<file path="config.mk">
export PLATFORM = sky130hd
export DESIGN_NAME = qbp_port
export DESIGN_NICKNAME = d
export VERILOG_FILES = /design/src/rtl/qbp_pkg.sv /design/src/rtl/qbp_latch_bank.sv /design/src/rtl/qbp_pad_resolve.sv /design/src/rtl/qbp_read_path.sv /design/src/rtl/qbp_port.sv
export SDC_FILE = /design/constraint.sdc
export NUM_CORES = 1
export LEC_CHECK = 0
export BUFFER_PORTS_ARGS = -buffer_cell sky130_fd_sc_hd__buf_2
export CAP_MARGIN = 20
export CORE_UTILIZATION = 46
export DETAILED_ROUTE_END_ITERATION = 10
export HOLD_SLACK_MARGIN = 0.1
export PLACE_DENSITY = 0.79
export SKIP_CTS_REPAIR_TIMING = 1
export SLEW_MARGIN = 20
export SYNTH_ARGS = -nofsm -noshare
export SYNTH_HDL_FRONTEND = slang
export SYNTH_SLANG_ARGS = --single-unit
</file>
<file path="constraint.sdc">
create_clock -name clk -period 2 [get_ports clk]
set_input_delay 0.6 -clock clk [delete_from_list [all_inputs] [get_ports clk]]
set_output_delay 0.6 -clock clk [all_outputs]
set_load 0.05 [all_outputs]
</file>
<file path="src/rtl/qbp_pkg.sv">
// Package: shared encodings for the quasi-bidirectional port.
// Assumes: the bit operation code is two bits wide.
package qbp_pkg;

    typedef enum logic [1:0] {
        RMW_CLR  = 2'b00,
        RMW_SET  = 2'b01,
        RMW_TGL  = 2'b10,
        RMW_KEEP = 2'b11
    } rmw_op_e;

    // Next value of one latch bit under a single-bit operation.
    function automatic logic rmw_apply(input logic [1:0] op, input logic cur);
        case (rmw_op_e'(op))
            RMW_CLR: rmw_apply = 1'b0;
            RMW_SET: rmw_apply = 1'b1;
            RMW_TGL: rmw_apply = ~cur;
            default: rmw_apply = cur;
        endcase
    endfunction

endpackage

</file>
<file path="src/rtl/qbp_latch_bank.sv">
// Module: output latches of the port.
// A full write loads every bit. A single-bit operation changes only the
// selected bit, with the full write taking priority.
// Assumes: WIDTH is a power of two, so every index value names a bit.
module qbp_latch_bank #(
    parameter int WIDTH = 8,
    parameter int IDXW  = $clog2(WIDTH)
) (
    input  logic             clk,
    input  logic             rst_n,
    input  logic             wr_en,
    input  logic [WIDTH-1:0] wr_data,
    input  logic             rmw_en,
    input  logic [1:0]       rmw_op,
    input  logic [IDXW-1:0]  rmw_bit,
    output logic [WIDTH-1:0] latch_q
);
    import qbp_pkg::*;

    localparam logic [WIDTH-1:0] RESET_ALL_ONES = '1;

    logic [WIDTH-1:0] latch_d;

    genvar gi;
    generate
        for (gi = 0; gi < WIDTH; gi++) begin : g_bit
            // Pick the next value of this bit: write, bit operation or hold.
            always_comb begin
                if (wr_en)
                    latch_d[gi] = wr_data[gi];
                else if (rmw_en && (rmw_bit == IDXW'(gi)))
                    latch_d[gi] = rmw_apply(rmw_op, latch_q[gi]);
                else
                    latch_d[gi] = latch_q[gi];
            end
        end
    endgenerate

    // Latch register; reset makes every pin a pulled-up input.
    always_ff @(posedge clk) begin
        if (!rst_n)
            latch_q <= RESET_ALL_ONES;
        else
            latch_d_apply: latch_q <= latch_d;
    end

    assert_reset_ones_R1: assert property (@(posedge clk) disable iff (!rst_n)
        $past(!rst_n) |-> (latch_q == RESET_ALL_ONES));

    assert_write_loads_R2: assert property (@(posedge clk) disable iff (!rst_n)
        ($past(rst_n) && $past(wr_en)) |-> (latch_q == $past(wr_data)));

    assert_rmw_other_bits_R7: assert property (@(posedge clk) disable iff (!rst_n)
        ($past(rst_n) && $past(rmw_en) && !$past(wr_en)) |->
        (((latch_q ^ $past(latch_q)) & ~(WIDTH'(1) << $past(rmw_bit))) == '0));

    assert_keep_stable_R11: assert property (@(posedge clk) disable iff (!rst_n)
        ($past(rst_n) && $past(rmw_en) && !$past(wr_en) && ($past(rmw_op) == 2'b11))
        |-> $stable(latch_q));

endmodule

</file>
<file path="src/rtl/qbp_pad_resolve.sv">
// Module: per-pin electrical model.
// A latch holding 0 turns the pull-down on. A pin reads high only when
// neither the pull-down nor an external driver pulls it low.
// Assumes: the external pull-low always overpowers the weak pull-up.
module qbp_pad_resolve #(
    parameter int WIDTH = 8
) (
    input  logic             clk,
    input  logic             rst_n,
    input  logic [WIDTH-1:0] latch_q,
    input  logic [WIDTH-1:0] ext_pull_low,
    output logic [WIDTH-1:0] pin_drive_low,
    output logic [WIDTH-1:0] pin_level
);
    genvar gi;
    generate
        for (gi = 0; gi < WIDTH; gi++) begin : g_pad
            // Resolve the pull-down, the pull-up and the external driver for one pin.
            always_comb begin
                pin_drive_low[gi] = ~latch_q[gi];
                pin_level[gi]     = ~(pin_drive_low[gi] | ext_pull_low[gi]);
            end
        end
    endgenerate

    assert_driven_pin_low_R3: assert property (@(posedge clk) disable iff (!rst_n)
        (pin_level & (pin_drive_low | ext_pull_low)) == '0);

    assert_released_pin_high_R3: assert property (@(posedge clk) disable iff (!rst_n)
        (~pin_level & ~pin_drive_low & ~ext_pull_low) == '0);

endmodule

</file>
<file path="src/rtl/qbp_read_path.sv">
// Module: registered read port.
// Samples either the pin levels or the latch contents. The latch read wins
// when both strobes are high. The result holds until the next read.
// Assumes: each read strobe lasts one cycle per read.
module qbp_read_path #(
    parameter int WIDTH = 8
) (
    input  logic             clk,
    input  logic             rst_n,
    input  logic             rd_pin_en,
    input  logic             rd_latch_en,
    input  logic [WIDTH-1:0] pin_level,
    input  logic [WIDTH-1:0] latch_q,
    output logic [WIDTH-1:0] rd_data,
    output logic             rd_valid
);
    // Capture the selected source and flag the result for one cycle.
    always_ff @(posedge clk) begin
        if (!rst_n) begin
            rd_data  <= '0;
            rd_valid <= 1'b0;
        end else begin
            rd_valid <= rd_pin_en | rd_latch_en;
            if (rd_latch_en)
                rd_data <= latch_q;
            else if (rd_pin_en)
                rd_data <= pin_level;
        end
    end

    assert_pin_read_R4: assert property (@(posedge clk) disable iff (!rst_n)
        ($past(rst_n) && $past(rd_pin_en) && !$past(rd_latch_en)) |->
        (rd_valid && (rd_data == $past(pin_level))));

    assert_latch_wins_R6: assert property (@(posedge clk) disable iff (!rst_n)
        ($past(rst_n) && $past(rd_latch_en)) |-> (rd_valid && (rd_data == $past(latch_q))));

    assert_idle_hold_R10: assert property (@(posedge clk) disable iff (!rst_n)
        ($past(rst_n) && !$past(rd_pin_en) && !$past(rd_latch_en)) |->
        (!rd_valid && $stable(rd_data)));

endmodule

</file>
<file path="src/rtl/qbp_port.sv">
// Module: top of the quasi-bidirectional port.
// Ties the latch bank, the pin model and the read path together.
// Assumes: the read strobes are not raised together in normal use. If they
// are, the latch read wins.
module qbp_port #(
    parameter int WIDTH = 8,
    parameter int IDXW  = $clog2(WIDTH)
) (
    input  logic             clk,
    input  logic             rst_n,
    input  logic             wr_en,
    input  logic [WIDTH-1:0] wr_data,
    input  logic             rmw_en,
    input  logic [1:0]       rmw_op,
    input  logic [IDXW-1:0]  rmw_bit,
    input  logic             rd_pin_en,
    input  logic             rd_latch_en,
    input  logic [WIDTH-1:0] ext_pull_low,
    output logic [WIDTH-1:0] pin_drive_low,
    output logic [WIDTH-1:0] pin_level,
    output logic [WIDTH-1:0] rd_data,
    output logic             rd_valid
);
    logic [WIDTH-1:0] latch_q;

    qbp_latch_bank #(.WIDTH(WIDTH), .IDXW(IDXW)) u_latch (
        .clk     (clk),
        .rst_n   (rst_n),
        .wr_en   (wr_en),
        .wr_data (wr_data),
        .rmw_en  (rmw_en),
        .rmw_op  (rmw_op),
        .rmw_bit (rmw_bit),
        .latch_q (latch_q)
    );

    qbp_pad_resolve #(.WIDTH(WIDTH)) u_pad (
        .clk           (clk),
        .rst_n         (rst_n),
        .latch_q       (latch_q),
        .ext_pull_low  (ext_pull_low),
        .pin_drive_low (pin_drive_low),
        .pin_level     (pin_level)
    );

    qbp_read_path #(.WIDTH(WIDTH)) u_read (
        .clk         (clk),
        .rst_n       (rst_n),
        .rd_pin_en   (rd_pin_en),
        .rd_latch_en (rd_latch_en),
        .pin_level   (pin_level),
        .latch_q     (latch_q),
        .rd_data     (rd_data),
        .rd_valid    (rd_valid)
    );

    assert_write_beats_rmw_R8: assert property (@(posedge clk) disable iff (!rst_n)
        ($past(rst_n) && $past(wr_en) && $past(rmw_en)) |-> (pin_drive_low == ~$past(wr_data)));

endmodule

</file>
==> impl_metrics.toml, run 1 <==
[yosys]
synth-main-ff-cell = "dfxtp_1"
yosysMostFrequentCell = "nor2b_1"
yosysTopAreaCellShare = 0.308
syn_avg_cell_area_um2 = 7.56
synth_nets = 176
ys_types = 22
synth-edff-count = 0
synthArstFlopShare = 0
yosysWarnings = 0
syn_area_um2 = 1100
yosys.area.top_type = "dfxtp_1"
netlist_instances = 146
yosysSeqAreaShare = 0.308
synth-seq-cells = 17
synth_common_cells = "20 x nor2b_1, 17 x dfxtp_1, 16 x nand2_1, 10 x inv_1, 10 x nor2_1"
synth_area_leaders = "dfxtp_1 31%, nor2b_1 11%, a311oi_1 6.3%"

[clock_tree]
cts_tree = "yes"
clock_path_buffers = 2
path_clk_slew_ps = 100
numCtsBuffers = 3
cts.sinks = 17
htreeDepth = 1
clockRootBuffer = "clkbuf_4"
insertion_delay_ps = 300

[sta]
finalHoldViolCount = 0
fin_crit_sh = 0.873
max_freq_mhz = 573
slew_viol_final = 0
relSlewSlack = 0.659
setup_viol = 0
period_minus_slack_ps = 1750
rsz0062_at_grt = "false"
tns_ps = 0
worst_slew_pin_slew_ps = 511
skew_ps = 3.28

[worst_setup_path]
required_ps = 1400
critPathMaxStageDelay_ps = 400
cp_cell_sequence = "inv_1 -> nor2_1 -> buf_2"
cp_slowest_cell = "dfxtp_1"
cp.arrival_ps = 1150
endpoint_kind = "output pin"
worst-path-max-fanout = 4
critPathKind = "flip-flop to output pin"
startpoint_type = "flip-flop"
rrSetupSlack_ps = 1010

[power]
power.share.clock = 0.200
p_int_uw = 546
p_seq_frac = 0.413
p_sw_uw = 396
netSwitchingFraction = 0.420
total_power_uw = 941
ir_drop_mv = 0.399
p_leak_uw = 0.000649
pwr_density_cell_nw_per_um2 = 686
p_comb_frac = 0.386

[place]
dp.final_hpwl_mm = 2.09
io_buffers = 51
place.gp.congestion = 0.828
place_area_um2 = 1350

[floorplan]
design.core.area_um2 = 2230
pin_count = 52
die_area_um2 = 2600
start_util = 0.494
fp.dieW_um = 51.0
row_count = 17
die_h_um = 51.0

[cells_and_area]
register_area_um2 = 340
multiInputGateArea_um2 = 666
antenna_cells = 0
fin_area_um2 = 1370
drive_above_1_share = 0.301
syn2layout_area_growth_pct = 24.4
nFillCells = 207
nNetsFinal = 224
final_core_util = 0.615

[global_routing]
grt_pass1_vias = 1047
grt_pass1_wl_mm = 4.55
overflow = 0
antenna_found_initial = 0
grt_start_max_net_pins = 26
gr-usage-all-layers = 0.229

[routing]
drt-vias-per-instance = 5.37
vias = 1187
drt_iter0_drc = 39
drc = 0
wl_per_cell_um = 12.5
firstDrtPassIters = 4
drtAntennaViolNets = 0
drt_wl_total_mm = 2.76

[outcome]
status = "finished, final reports clean"

[worst_hold_path]
hold_path.class = "flip-flop to flip-flop"

[flow_run]
cap_violations = 0
worst max-delay path: cells and delay by family (launching register included):
kind / cells / cell delay (ps)
AND/OR/NAND/NOR: 1 / 100
flip-flops: 1 / 400
buffers and inverters: 2 / 350
power groups by stage:
stage	Clock (µW)	Combinational, µW	Sequential (µW)
6_report	189	363	389
5_1_grt	207	390	394
4_1_cts	190	363	389
3_5_place_dp	0	362	397
3_3_place_gp	0	354	395
2_1_floorplan	0	226	445
state kept, by name, summed over array words and instances (netlist names):
name	flops
u_read.rd_data	8
u_read.rd_valid	1
u_latch.latch_q	8
layer usage:
| metal | global-route usage | wire [µm] |
|---|---|---|
| met3 | 0.0387 | 199 |
| met5 | 0 | 0 |
| met2 | 0.399 | 1330 |
| met1 | 0.285 | 1210 |
| met4 | 0.0694 | 19 |
through the flow:
stage          setup slack [ps]  hold slack (ps)  cells
2_1_floorplan               121              480    146
3_3_place_gp               71.3              435    217
3_5_place_dp               35.2              444    217
4_1_cts                     258              458    221
5_1_grt                     178              482    221
6_report                    255              454    221
cell usage in the layout, fill, tap and decap left out, types with 2 or more instances in the layout:
cell type,synthesis,routed
a21oi_1,8,8
a311oi_1,8,8
a31o_1,8,8
a41oi_1,8,8
and2_1,2,2
buf_2,3,51
clkbuf_4,0,3
dfxtp_1,17,17
ha_1,3,3
inv_1,10,10
nand2_1,16,16
nand2b_1,8,8
nor2_1,10,10
nor2b_1,20,20
o21ai_0,8,8
o21ai_1,8,8
cells by family (layout without fill, tap and decap cells):
logic type / count (synthesis) / count (layout) / synth area share
flops: 17 / 17 / 0.308
simple gates: 58 / 58 / 0.270
buf+inv: 20 / 67 / 0.0884
fa+ha+maj: 3 / 3 / 0.0340
compound gates: 48 / 48 / 0.299
path summary, 6_finish.rpt:
path / startpoint / cells past startpoint / to
worst max-delay path: u_latch.latch_q[5] / 3 / pin_level[5]
worst min-delay path: u_read.rd_data[7] / 2 / u_read.rd_data[7]
worst max register to register: u_latch.latch_q[3] / 3 / u_latch.latch_q[3]
worst min register to register: u_read.rd_data[7] / 2 / u_read.rd_data[7]
final cells by class:
class	count	area share
clock buffer	3	0.0164
clock inverter	1	0.00365
inverter	11	0.0301
multi-input combinational	109	0.485
sequential	17	0.248
tap	28	0.0255
timing repair buffer	52	0.191
Power figures use the tool's default switching activity.
==> run 2, diff against run 1 <==
--- a/config.mk
+++ b/config.mk
@@ -7,7 +7,7 @@
 export LEC_CHECK = 0
 export BUFFER_PORTS_ARGS = -buffer_cell sky130_fd_sc_hd__buf_2
 export CAP_MARGIN = 20
-export CORE_UTILIZATION = 46
+export CORE_UTILIZATION = 47
 export DETAILED_ROUTE_END_ITERATION = 10
 export HOLD_SLACK_MARGIN = 0.1
 export PLACE_DENSITY = 0.79
@@ -15,4 +15,5 @@
 export SLEW_MARGIN = 20
 export SYNTH_ARGS = -nofsm -noshare
 export SYNTH_HDL_FRONTEND = slang
+export SYNTH_HIERARCHICAL = 1
 export SYNTH_SLANG_ARGS = --single-unit
==> impl_metrics.toml, run 2 <==
[global_routing]
gr-usage-all-layers = 0.200
grt_pass1_vias = 943
overflow = 0
grt_pass1_wl_mm = 4.03
antenna_found_initial = 0
grt_start_max_net_pins = 18

[yosys]
yosysTopAreaCellShare = 0.278
yosysMostFrequentCell = "dfxtp_1"
synth-seq-cells = 17
syn_avg_cell_area_um2 = 9.36
synth-main-ff-cell = "dfxtp_1"
netlist_instances = 131
ys_types = 28
synth_common_cells = "17 x dfxtp_1, 16 x a21oi_1, 16 x nand2b_1, 12 x inv_1"
yosysSeqAreaShare = 0.278
yosys.area.top_type = "dfxtp_1"
yosysWarnings = 6
synthArstFlopShare = 0
synth_area_leaders = "dfxtp_1 28%, mux2_4 9.8%, nor2b_4 9.0%"
syn_area_um2 = 1230
synth_nets = 161
synth-edff-count = 0

[worst_hold_path]
hold_path.class = "flip-flop to flip-flop"

[cells_and_area]
reg_top3 = "u_latch/latch_q x8, u_read/rd_data x8, u_read/rd_valid x1"
fin_area_um2 = 1510
drive_above_1_share = 0.444
layout_commonest_cell = "buf_2"
antenna_cells = 0
nNetsFinal = 211
layout_common_cells = "51 x buf_2, 17 x dfxtp_1, 16 x nand2b_1, 16 x a21oi_1, 12 x inv_1"
syn2layout_area_growth_pct = 22.9
final_core_util = 0.608

[routing]
drc = 2
firstDrtPassIters = 9
vias = 1140
drt-vias-per-instance = 5.43
wl_per_cell_um = 13.0
drt_iter0_drc = 21
drt_wl_total_mm = 2.73
drtAntennaViolNets = 0

[power]
p_leak_uw = 0.000853
pwr_density_cell_nw_per_um2 = 664
ir_drop_mv = 0.402

[sta]
slew_viol_final = 0
holdWs_ps = 545
rsz0062_at_grt = "false"
max_freq_mhz = 569
skew_ps = 3.97
period_minus_slack_ps = 1760
setup_viol = 0
finalHoldViolCount = 0
fin_crit_sh = 0.878
fin_ws_ps = 243
relSlewSlack = 0.754
worst_slew_pin_slew_ps = 364
tns_ps = 0

[clock_tree]
numCtsBuffers = 3
cts_tree = "yes"
htreeDepth = 1
path_clk_slew_ps = 100
cts.sinks = 17
insertion_delay_ps = 280
clock_path_buffers = 2
clockRootBuffer = "clkbuf_4"

[worst_setup_path]
startpoint_type = "flip-flop"
critical_path_buf_inv_count = 1
worst-path-max-fanout = 5
cp_slowest_cell = "dfxtp_1"
crit_family = "flip-flops"
required_ps = 1400
endpoint_kind = "output pin"
cp_cell_sequence = "nor2b_4 -> buf_2"
critPathKind = "flip-flop to output pin"
cp.arrival_ps = 1160
critPathMaxStageDelay_ps = 420

[floorplan]
pin_count = 52
design.core.area_um2 = 2480
row_count = 18
start_util = 0.495
fp.dieW_um = 53.1
die_area_um2 = 2820
die_h_um = 53.1

[place]
place.gp.congestion = 0.844
place_area_um2 = 1480
dp.final_hpwl_mm = 2.10
place_ws_ps = 46.4
io_buffers = 51

[flow_run]
cap_violations = 0

[outcome]
status = "finished, violations left"
violations = "DRC"
## run 2: area by class of cell
| class | instances | area (µm²) |
|---|---|---|
| clock buffers | 4 | 26.3 |
| well taps | 30 | 37.5 |
| flip-flops and latches | 17 | 340 |
| fillers | 238 | 971 |
| repair buffers | 53 | 270 |
| multi-input cells | 94 | 787 |
| inverters | 12 | 45.0 |
## run 2: logic make-up after synthesis
family / after synthesis / share of synthesized area
muxes: 8 / 0.0980
DFF: 17 / 0.278
buffers and inverters: 20 / 0.0806
AOI/OAI and AO/OA: 43 / 0.255
and+or+nand+nor: 40 / 0.258
adders and majority gates: 3 / 0.0306
## run 2: worst paths after layout
path,slack [ps],startpoint,depth (start not counted),to
worst max register to register,930,u_latch/latch_q[5],3,u_read/rd_data[5]
worst min-delay path,540,u_latch/latch_q[6],2,u_latch/latch_q[6]
worst min register to register,540,u_latch/latch_q[6],2,u_latch/latch_q[6]
worst max-delay path,240,u_latch/latch_q[5],2,pin_level[5]
## run 2: tightest hold or removal path, stage by stage (launching register included)
cell	delay [ps]
dfxtp_1	350
nand2_1	70
o211ai_1	80
## run 2: through the flow
step / power (µW) / std cells
6_report: 1000 / 210
5_1_grt: 1050 / 210
4_1_cts: 1010 / 210
3_5_place_dp: 833 / 206
3_3_place_gp: 819 / 206
2_1_floorplan: 730 / 131
## run 2: where the power goes
| part | switching [µW] | leakage [µW] | internal [µW] | total (µW) |
|---|---|---|---|---|
| Clock | 99.4 | 0.0000150 | 77.3 | 177 |
| Sequential | 27.3 | 0.000142 | 370 | 397 |
| Combinational | 274 | 0.000696 | 153 | 427 |
| Total | 400 | 0.000853 | 601 | 1000 |
## run 2: routing by layer
layer | vias up | track usage | share of wire
met4 | 0 | 0.0921 | 0.011
met5 | - | 0 | 0
li1 | 573 | - | -
met1 | 531 | 0.231 | 0.44
met2 | 34 | 0.359 | 0.50
met3 | 2 | 0.0259 | 0.044
